### config.mk
export PLATFORM = sky130hd
export DESIGN_NAME = drbd_decoder
export DESIGN_NICKNAME = d
export VERILOG_FILES = /design/src/rtl/drbd_pkg.sv /design/src/rtl/drbd_regs.sv /design/src/rtl/drbd_row_table.sv /design/src/rtl/drbd_lookup.sv /design/src/rtl/drbd_decoder.sv
export SDC_FILE = /design/constraint.sdc
export NUM_CORES = 1
export LEC_CHECK = 0
export ABC_AREA = 1
export ABC_CLOCK_PERIOD_IN_PS = 7440
export BUFFER_PORTS_ARGS = -buffer_cell sky130_fd_sc_hd__buf_2
export CAP_MARGIN = 15
export CELL_PAD_IN_SITES_DETAIL_PLACEMENT = 1
export CELL_PAD_IN_SITES_GLOBAL_PLACEMENT = 1
export CORE_MARGIN = 2
export CORE_UTILIZATION = 49
export DETAILED_ROUTE_END_ITERATION = 10
export PLACE_DENSITY_LB_ADDON = 0.1
export REMOVE_ABC_BUFFERS = 1
export SYNTH_ARGS = -nofsm -noshare
export SYNTH_HDL_FRONTEND = slang
export SYNTH_SLANG_ARGS = --single-unit
### constraint.sdc
create_clock -name clk -period 7.44 [get_ports clk]
set_clock_uncertainty 0.1 [all_clocks]
set_input_delay 0 -clock clk [delete_from_list [all_inputs] [get_ports clk]]
set_output_delay 0 -clock clk [all_outputs]
set_load 0.01 [all_outputs]
### src/rtl/drbd_pkg.sv
package drbd_pkg;

  typedef enum logic [1:0] {
    ECC_OFF    = 2'd0,
    ECC_SECDED = 2'd1,
    ECC_SYM4   = 2'd2
  } ecc_e;

  localparam int MODE_GRAN_BIT = 18;
  localparam int MODE_INT_LO   = 20;
  localparam int MODE_INT_HI   = 21;
  localparam int MODE_DUAL_BIT = 22;
  localparam int BASE_SHIFT    = 13;

  // cumulative page count for a boundary value
  function automatic logic [31:0] pages_of(input logic [15:0] bnd, input logic gran);
    logic [4:0] sh;
    sh = 5'(BASE_SHIFT) + {4'd0, gran};
    return {16'd0, bnd} << sh;
  endfunction

  // correction scheme of a row
  function automatic ecc_e ecc_of(input logic pop, input logic integ_on,
                                  input logic dual, input logic x4);
    if (!pop || !integ_on) return ECC_OFF;
    if (dual && x4)        return ECC_SYM4;
    return ECC_SECDED;
  endfunction

endpackage

### src/rtl/drbd_regs.sv
module drbd_regs #(
  parameter int NUM_ROWS = 8,
  parameter int BOUND_W  = 8,
  parameter int ADDR_W   = 4,
  parameter int DATA_W   = 32
) (
  input  logic                              clk,
  input  logic                              rst_n,
  input  logic                              wr_en,
  input  logic [ADDR_W-1:0]                 wr_addr,
  input  logic [DATA_W-1:0]                 wr_data,
  output logic [NUM_ROWS-1:0][BOUND_W-1:0]  bound_q,
  output logic [4*NUM_ROWS-1:0]             attr_q,
  output logic [DATA_W-1:0]                 mode_q
);
  localparam int ATTR_ADDR = NUM_ROWS;
  localparam int MODE_ADDR = NUM_ROWS + 1;
  localparam int ATTR_W    = 4 * NUM_ROWS;

  logic wr_attr, wr_mode;
  assign wr_attr = wr_en && (int'(wr_addr) == ATTR_ADDR);
  assign wr_mode = wr_en && (int'(wr_addr) == MODE_ADDR);

  for (genvar i = 0; i < NUM_ROWS; i++) begin : g_bound
    logic wr_row;
    assign wr_row = wr_en && (int'(wr_addr) == i);
    always_ff @(posedge clk or negedge rst_n) begin
      if (!rst_n)      bound_q[i] <= '0;
      else if (wr_row) bound_q[i] <= wr_data[BOUND_W-1:0];
    end
  end

  always_ff @(posedge clk or negedge rst_n) begin
    if (!rst_n) begin
      attr_q <= '0;
      mode_q <= '0;
    end else begin
      if (wr_attr) attr_q <= wr_data[ATTR_W-1:0];
      if (wr_mode) mode_q <= wr_data;
    end
  end


  bound_hold_chk: assert property (@(posedge clk) disable iff (!rst_n)
    !wr_en |=> $stable(bound_q) && $stable(attr_q) && $stable(mode_q));

endmodule

### src/rtl/drbd_row_table.sv
module drbd_row_table
  import drbd_pkg::*;
#(
  parameter int NUM_ROWS = 8,
  parameter int BOUND_W  = 8,
  parameter int PAGE_W   = 22,
  parameter int DATA_W   = 32
) (
  input  logic [NUM_ROWS-1:0][BOUND_W-1:0] bound_q,
  input  logic [4*NUM_ROWS-1:0]            attr_q,
  input  logic [DATA_W-1:0]                mode_q,
  output logic [NUM_ROWS-1:0]              row_pop,
  output logic [NUM_ROWS-1:0][PAGE_W-1:0]  row_first,
  output logic [NUM_ROWS-1:0][PAGE_W-1:0]  row_last,
  output logic [NUM_ROWS-1:0][PAGE_W-1:0]  row_size,
  output logic [NUM_ROWS-1:0]              row_x4,
  output logic [NUM_ROWS-1:0][1:0]         row_ecc
);
  logic gran, integ_on, dual;
  assign gran     = mode_q[MODE_GRAN_BIT];
  assign integ_on = |mode_q[MODE_INT_HI:MODE_INT_LO];
  assign dual     = mode_q[MODE_DUAL_BIT];

  logic [NUM_ROWS-1:0][PAGE_W-1:0] cum;

  for (genvar i = 0; i < NUM_ROWS; i++) begin : g_row
    logic [31:0]       pg;
    logic [PAGE_W-1:0] prev;
    assign pg     = pages_of(16'(bound_q[i]), gran);
    assign cum[i] = pg[PAGE_W-1:0];
    if (i == 0) begin : g_first
      assign prev = '0;
    end else begin : g_next
      assign prev = cum[i-1];
    end
    assign row_pop[i]   = cum[i] > prev;
    assign row_first[i] = row_pop[i] ? prev : '0;
    assign row_last[i]  = row_pop[i] ? cum[i] - 1'b1 : '0;
    assign row_size[i]  = row_pop[i] ? cum[i] - prev : '0;
    assign row_x4[i]    = attr_q[4*i+3];
    assign row_ecc[i]   = ecc_of(row_pop[i], integ_on, dual, row_x4[i]);
  end

endmodule

### src/rtl/drbd_lookup.sv
module drbd_lookup
  import drbd_pkg::*;
#(
  parameter int NUM_ROWS = 8,
  parameter int PAGE_W   = 22,
  parameter int ROW_W    = 3
) (
  input  logic                             clk,
  input  logic                             rst_n,
  input  logic                             lkp_req,
  input  logic [PAGE_W-1:0]                lkp_page,
  input  logic [NUM_ROWS-1:0]              row_pop,
  input  logic [NUM_ROWS-1:0][PAGE_W-1:0]  row_first,
  input  logic [NUM_ROWS-1:0][PAGE_W-1:0]  row_last,
  input  logic [NUM_ROWS-1:0]              row_x4,
  input  logic [NUM_ROWS-1:0][1:0]         row_ecc,
  output logic                             lkp_valid,
  output logic                             lkp_hit,
  output logic [ROW_W-1:0]                 lkp_row,
  output logic                             lkp_x4,
  output logic [1:0]                       lkp_ecc
);
  logic [NUM_ROWS-1:0] match;
  logic                hit_d;
  logic [ROW_W-1:0]    row_d;

  for (genvar i = 0; i < NUM_ROWS; i++) begin : g_match
    assign match[i] = row_pop[i] && (lkp_page >= row_first[i]) && (lkp_page <= row_last[i]);
  end

  // lowest matching row wins
  always_comb begin
    hit_d = 1'b0;
    row_d = '0;
    for (int i = NUM_ROWS - 1; i >= 0; i--) begin
      if (match[i]) begin
        hit_d = 1'b1;
        row_d = ROW_W'(i);
      end
    end
  end

  always_ff @(posedge clk or negedge rst_n) begin
    if (!rst_n) begin
      lkp_valid <= 1'b0;
      lkp_hit   <= 1'b0;
      lkp_row   <= '0;
      lkp_x4    <= 1'b0;
      lkp_ecc   <= ECC_OFF;
    end else begin
      lkp_valid <= lkp_req;
      if (lkp_req) begin
        lkp_hit <= hit_d;
        lkp_row <= row_d;
        lkp_x4  <= hit_d ? row_x4[row_d] : 1'b0;
        lkp_ecc <= hit_d ? row_ecc[row_d] : ECC_OFF;
      end
    end
  end


  valid_pulse_chk: assert property (@(posedge clk) disable iff (!rst_n)
    lkp_req |=> lkp_valid);


  valid_idle_chk: assert property (@(posedge clk) disable iff (!rst_n)
    !lkp_req |=> !lkp_valid && $stable(lkp_hit) && $stable(lkp_row));

endmodule

### src/rtl/drbd_decoder.sv
module drbd_decoder
  import drbd_pkg::*;
#(
  parameter int NUM_ROWS = 8,
  parameter int BOUND_W  = 8,
  parameter int DATA_W   = 32,
  localparam int ADDR_W  = $clog2(NUM_ROWS + 2),
  localparam int ROW_W   = $clog2(NUM_ROWS),
  localparam int PAGE_W  = BOUND_W + BASE_SHIFT + 1
) (
  input  logic              clk,
  input  logic              rst_n,
  input  logic              wr_en,
  input  logic [ADDR_W-1:0] wr_addr,
  input  logic [DATA_W-1:0] wr_data,
  input  logic              lkp_req,
  input  logic [PAGE_W-1:0] lkp_page,
  output logic              lkp_valid,
  output logic              lkp_hit,
  output logic [ROW_W-1:0]  lkp_row,
  output logic              lkp_x4,
  output logic [1:0]        lkp_ecc,
  input  logic [ROW_W-1:0]  dbg_row,
  output logic              dbg_populated,
  output logic [PAGE_W-1:0] dbg_first,
  output logic [PAGE_W-1:0] dbg_last,
  output logic [PAGE_W-1:0] dbg_size,
  output logic [1:0]        dbg_ecc
);
  logic [NUM_ROWS-1:0][BOUND_W-1:0] bound_q;
  logic [4*NUM_ROWS-1:0]            attr_q;
  logic [DATA_W-1:0]                mode_q;
  logic [NUM_ROWS-1:0]              row_pop;
  logic [NUM_ROWS-1:0][PAGE_W-1:0]  row_first, row_last, row_size;
  logic [NUM_ROWS-1:0]              row_x4;
  logic [NUM_ROWS-1:0][1:0]         row_ecc;

  drbd_regs #(.NUM_ROWS(NUM_ROWS), .BOUND_W(BOUND_W), .ADDR_W(ADDR_W), .DATA_W(DATA_W)) u_regs (
    .clk(clk), .rst_n(rst_n), .wr_en(wr_en), .wr_addr(wr_addr), .wr_data(wr_data),
    .bound_q(bound_q), .attr_q(attr_q), .mode_q(mode_q));

  drbd_row_table #(.NUM_ROWS(NUM_ROWS), .BOUND_W(BOUND_W), .PAGE_W(PAGE_W), .DATA_W(DATA_W)) u_table (
    .bound_q(bound_q), .attr_q(attr_q), .mode_q(mode_q),
    .row_pop(row_pop), .row_first(row_first), .row_last(row_last), .row_size(row_size),
    .row_x4(row_x4), .row_ecc(row_ecc));

  drbd_lookup #(.NUM_ROWS(NUM_ROWS), .PAGE_W(PAGE_W), .ROW_W(ROW_W)) u_lookup (
    .clk(clk), .rst_n(rst_n), .lkp_req(lkp_req), .lkp_page(lkp_page),
    .row_pop(row_pop), .row_first(row_first), .row_last(row_last),
    .row_x4(row_x4), .row_ecc(row_ecc),
    .lkp_valid(lkp_valid), .lkp_hit(lkp_hit), .lkp_row(lkp_row),
    .lkp_x4(lkp_x4), .lkp_ecc(lkp_ecc));

  assign dbg_populated = row_pop[dbg_row];
  assign dbg_first     = row_first[dbg_row];
  assign dbg_last      = row_last[dbg_row];
  assign dbg_size      = row_size[dbg_row];
  assign dbg_ecc       = row_ecc[dbg_row];


  miss_clean_chk: assert property (@(posedge clk) disable iff (!rst_n)
    (lkp_valid && !lkp_hit) |-> (lkp_row == '0 && !lkp_x4 && lkp_ecc == ECC_OFF));


  hit_populated_chk: assert property (@(posedge clk) disable iff (!rst_n)
    (lkp_valid && lkp_hit && !$past(wr_en)) |-> row_pop[lkp_row]);


  hit_in_range_chk: assert property (@(posedge clk) disable iff (!rst_n)
    (lkp_valid && lkp_hit && !$past(wr_en)) |->
      ($past(lkp_page) >= row_first[lkp_row] && $past(lkp_page) <= row_last[lkp_row]));


  sym_needs_x4_chk: assert property (@(posedge clk) disable iff (!rst_n)
    (lkp_valid && lkp_ecc == ECC_SYM4) |-> lkp_x4);

endmodule

==> impl_metrics.yaml <==
critical_path:
  crit_fanout: 29
  max_stage_delay_ns: 0.67
  cp-end-kind: "register"
  rr_startpoint: "u_regs.mode_q[18]$_DFFE_PN0P_"
  critPathKind: "register to register"
  crit_arrival_ns: 6.93
  cp-startpoint: "u_regs.mode_q[18]$_DFFE_PN0P_"
  cp_slowest_cell: "dfrtp_4"
  startpoint_type: "register"
  required_ns: 7.63
  cp_common_cell: "nand2_1"
global_routing:
  use_met2_pct: 63.1
  grt_pass1_wl_um: 111000
  busiest_layer: "met2"
  gr-total-overflow: 0
  grt_max_degree: 76
  use_met1_pct: 53.0
  first_global_vias: 19600
  grt.met3_usage_pct: 4.98
  grt_usage_pct: 39.4
  antenna_found_initial: 0
layout:
  diodes: 0
  drive_gt1_share_pct: 10.6
  final_common_cell: "nand2_1"
  finalCoreUtilization_pct: 53.5
  final_nets: 3101
  area_delta_synth_final_pct: 7.59
  final_cell_mix: "nand2_1, ha_1, inv_1, a21oi_1, nor2_1"
clock_tree:
  clk_pin_slew_ns: 0.07
  postCtsResizedCells: 0
  cts_htree_levels: 3
  clkSinkCount: 84
  numCtsBuffers: 9
  cts_tree: "yes"
  cts_setup_buffers: 0
  cts_hold_buffers: 19
  cts_buffer_depth: 2
  clk_latency_ns: 0.35
  cts_root_buf: "clkbuf_16"
detailed_routing:
  drtPass1Iterations: 5
  vias: 19300
  wl_per_cell_um: 23.0
  avgViaCountPerCell: 6.10
  drcViolationCount: 0
  drt_iter0_drc: 1436
  drtAntennaViolNets: 0
  totalWireLength_um: 72900
sta:
  min_period_ns: 6.74
  maxSlewViolCount: 0
  finalSetupViolCount: 0
  finalHoldViolCount: 0
  tightest_slew_ns: 1.22
  fin_hold_ws_ns: 0.0259
  maxSlewHeadroom_pct: 18.6
  finalCritPeriodShare_pct: 90.6
  rsz0062_at_grt: "false"
  max_freq_mhz: 148
floorplan:
  start_util_pct: 49.7
  num_rows: 68
  dieArea_mm2: 0.0366
  io-pin-count: 142
  coreArea_mm2: 0.0345
  die_w_um: 191
  dieHeight_um: 191
power_and_ir_drop:
  p_leak_uw: 0.00932
  powerDensity_mw_per_mm2: 382
  ir_drop_v: 0.000246
placement:
  dp_hpwl_um: 57900
  io_buffer_count: 102
  globalplace.congestion: 0.979
yosys:
  postSynthAreaPerCell_um2: 6.63
  ys.flop_type: "dfrtp_1"
  synth_cells: 2590
  synth_area_mm2: 0.0172
  synth-seq-cells: 84
  async_flop_share_pct: 100
  yosysSeqAreaShare_pct: 12.2
  synth_edf_count: 0
  ys_types: 68
  yosysWarnings: 0
run:
  maxCapViolations: 0
worst_hold_path:
  hold_class: "primary input to register"
  hp-start: "wr_data[5]"
run_status:
  outcome: "complete, no violations"
## layer usage
layer  wire length [um]  vias up
li1                   -     9019
met1              32300     9407
met2              32400      714
met3               5020      147
met4               3200        0
met5                  0        -
## synthesized netlist by cell type, types with 4 or more instances
library cell,n,area [um^2]
nor4_1,6,37.5
nand4_1,52,325
a211oi_1,13,97.6
nand2_2,11,68.8
o21ai_1,16,80.1
o211ai_1,28,210
o221ai_1,29,254
dfrtp_1,84,2100
clkbuf_1,38,143
nor2_2,11,68.8
or2_1,9,56.3
o21a_1,12,90.1
buf_6,6,67.6
nand3b_1,4,30.0
nor2_1,194,728
buf_1,7,26.3
clkinv_1,7,26.3
inv_1,231,867
or2_2,19,119
a21oi_2,8,70.1
o22ai_1,20,125
nand3_1,136,681
a21oi_1,218,1090
nor3_2,9,90.1
nand2_1,629,2360
o21ai_2,31,272
a21o_1,8,60.1
o21bai_1,5,37.5
buf_2,9,45.0
ha_1,332,4150
buf_4,41,308
a31oi_1,8,50.1
xor2_1,61,534
inv_2,32,120
xnor2_1,27,236
nor3_1,18,90.1
o21ai_0,167,836
## final cells by class
cell class | count | area [um^2]
inverter | 270 | 1010
tap | 455 | 569
fill | 4711 | 16100
clock inverter | 7 | 58.8
timing repair buffer | 143 | 890
sequential | 84 | 2110
multi-input combinational | 2196 | 13600
clock buffer | 9 | 225
## worst paths after layout
| path | end | slack (ns) | cells after the start |
|---|---|---|---|
| max | u_lookup.lkp_x4$_DFFE_PN0P_ | 0.70 | 30 |
| min | u_regs.bound_q[53]$_DFFE_PN0P_ | 0.03 | 3 |
| max reg2reg | u_lookup.lkp_x4$_DFFE_PN0P_ | 0.70 | 30 |
| min reg2reg | u_lookup.lkp_x4$_DFFE_PN0P_ | 0.39 | 2 |
| max in group asynchronous | u_regs.mode_q[18]$_DFFE_PN0P_ | 6.18 | 3 |
| min in group asynchronous | u_regs.attr_q[27]$_DFFE_PN0P_ | 0.34 | 3 |
## critical path: cells and delay by family, from the launching register on
kind	cells	cell delay, ns
AO/OA/AOI/OAI	4	1.08
AND/OR/NAND/NOR	19	2.81
buffers and inverters	5	1.26
flip-flops	1	0.67
adder cells (fa/ha/maj)	2	0.74
## registers in the layout (all words and copies together), names as in the netlist
name,count
u_regs.bound_q,64
u_regs.attr_q,8
u_regs.mode_q,4
u_lookup.lkp_row,3
u_lookup.lkp_ecc,2
u_lookup.lkp_hit,1
u_lookup.lkp_valid,1
u_lookup.lkp_x4,1
## cells by family (layout without fill, tap and decap cells)
family	Yosys count	in the layout	share of synthesized area [%]
AO/OA/AOI/OAI	588	588	20.6
multiplexers	2	2	0.131
buffers and inverters	377	429	9.95
XOR/XNOR	88	88	4.49
flip-flops	84	84	12.2
AND/OR/NAND/NOR	1117	1117	28.4
adder cells (fa/ha/maj)	332	332	24.2
other	2	69	0.0437
## per-stage QoR
step | TNS (ns) | std cells | cell area [um^2] | setup WS (ns) | total power (uW)
5_1_grt | 0 | 3164 | 18500 | 0.278 | 7690
4_1_cts | 0 | 3162 | 18400 | 0.987 | 6880
3_3_place_gp | 0 | 3126 | 18000 | 1.30 | 6080
2_1_floorplan | -2.14 | 2550 | 16700 | -0.163 | 4530
6_report | 0 | 3164 | 18500 | 0.701 | 7060
3_5_place_dp | 0 | 3127 | 18000 | 1.04 | 6390
## where the power goes
group | internal, uW | switching, uW
Clock | 233 | 212
Combinational | 1930 | 4010
Sequential | 563 | 110
Note: power is estimated with default switching activity, not from simulation.
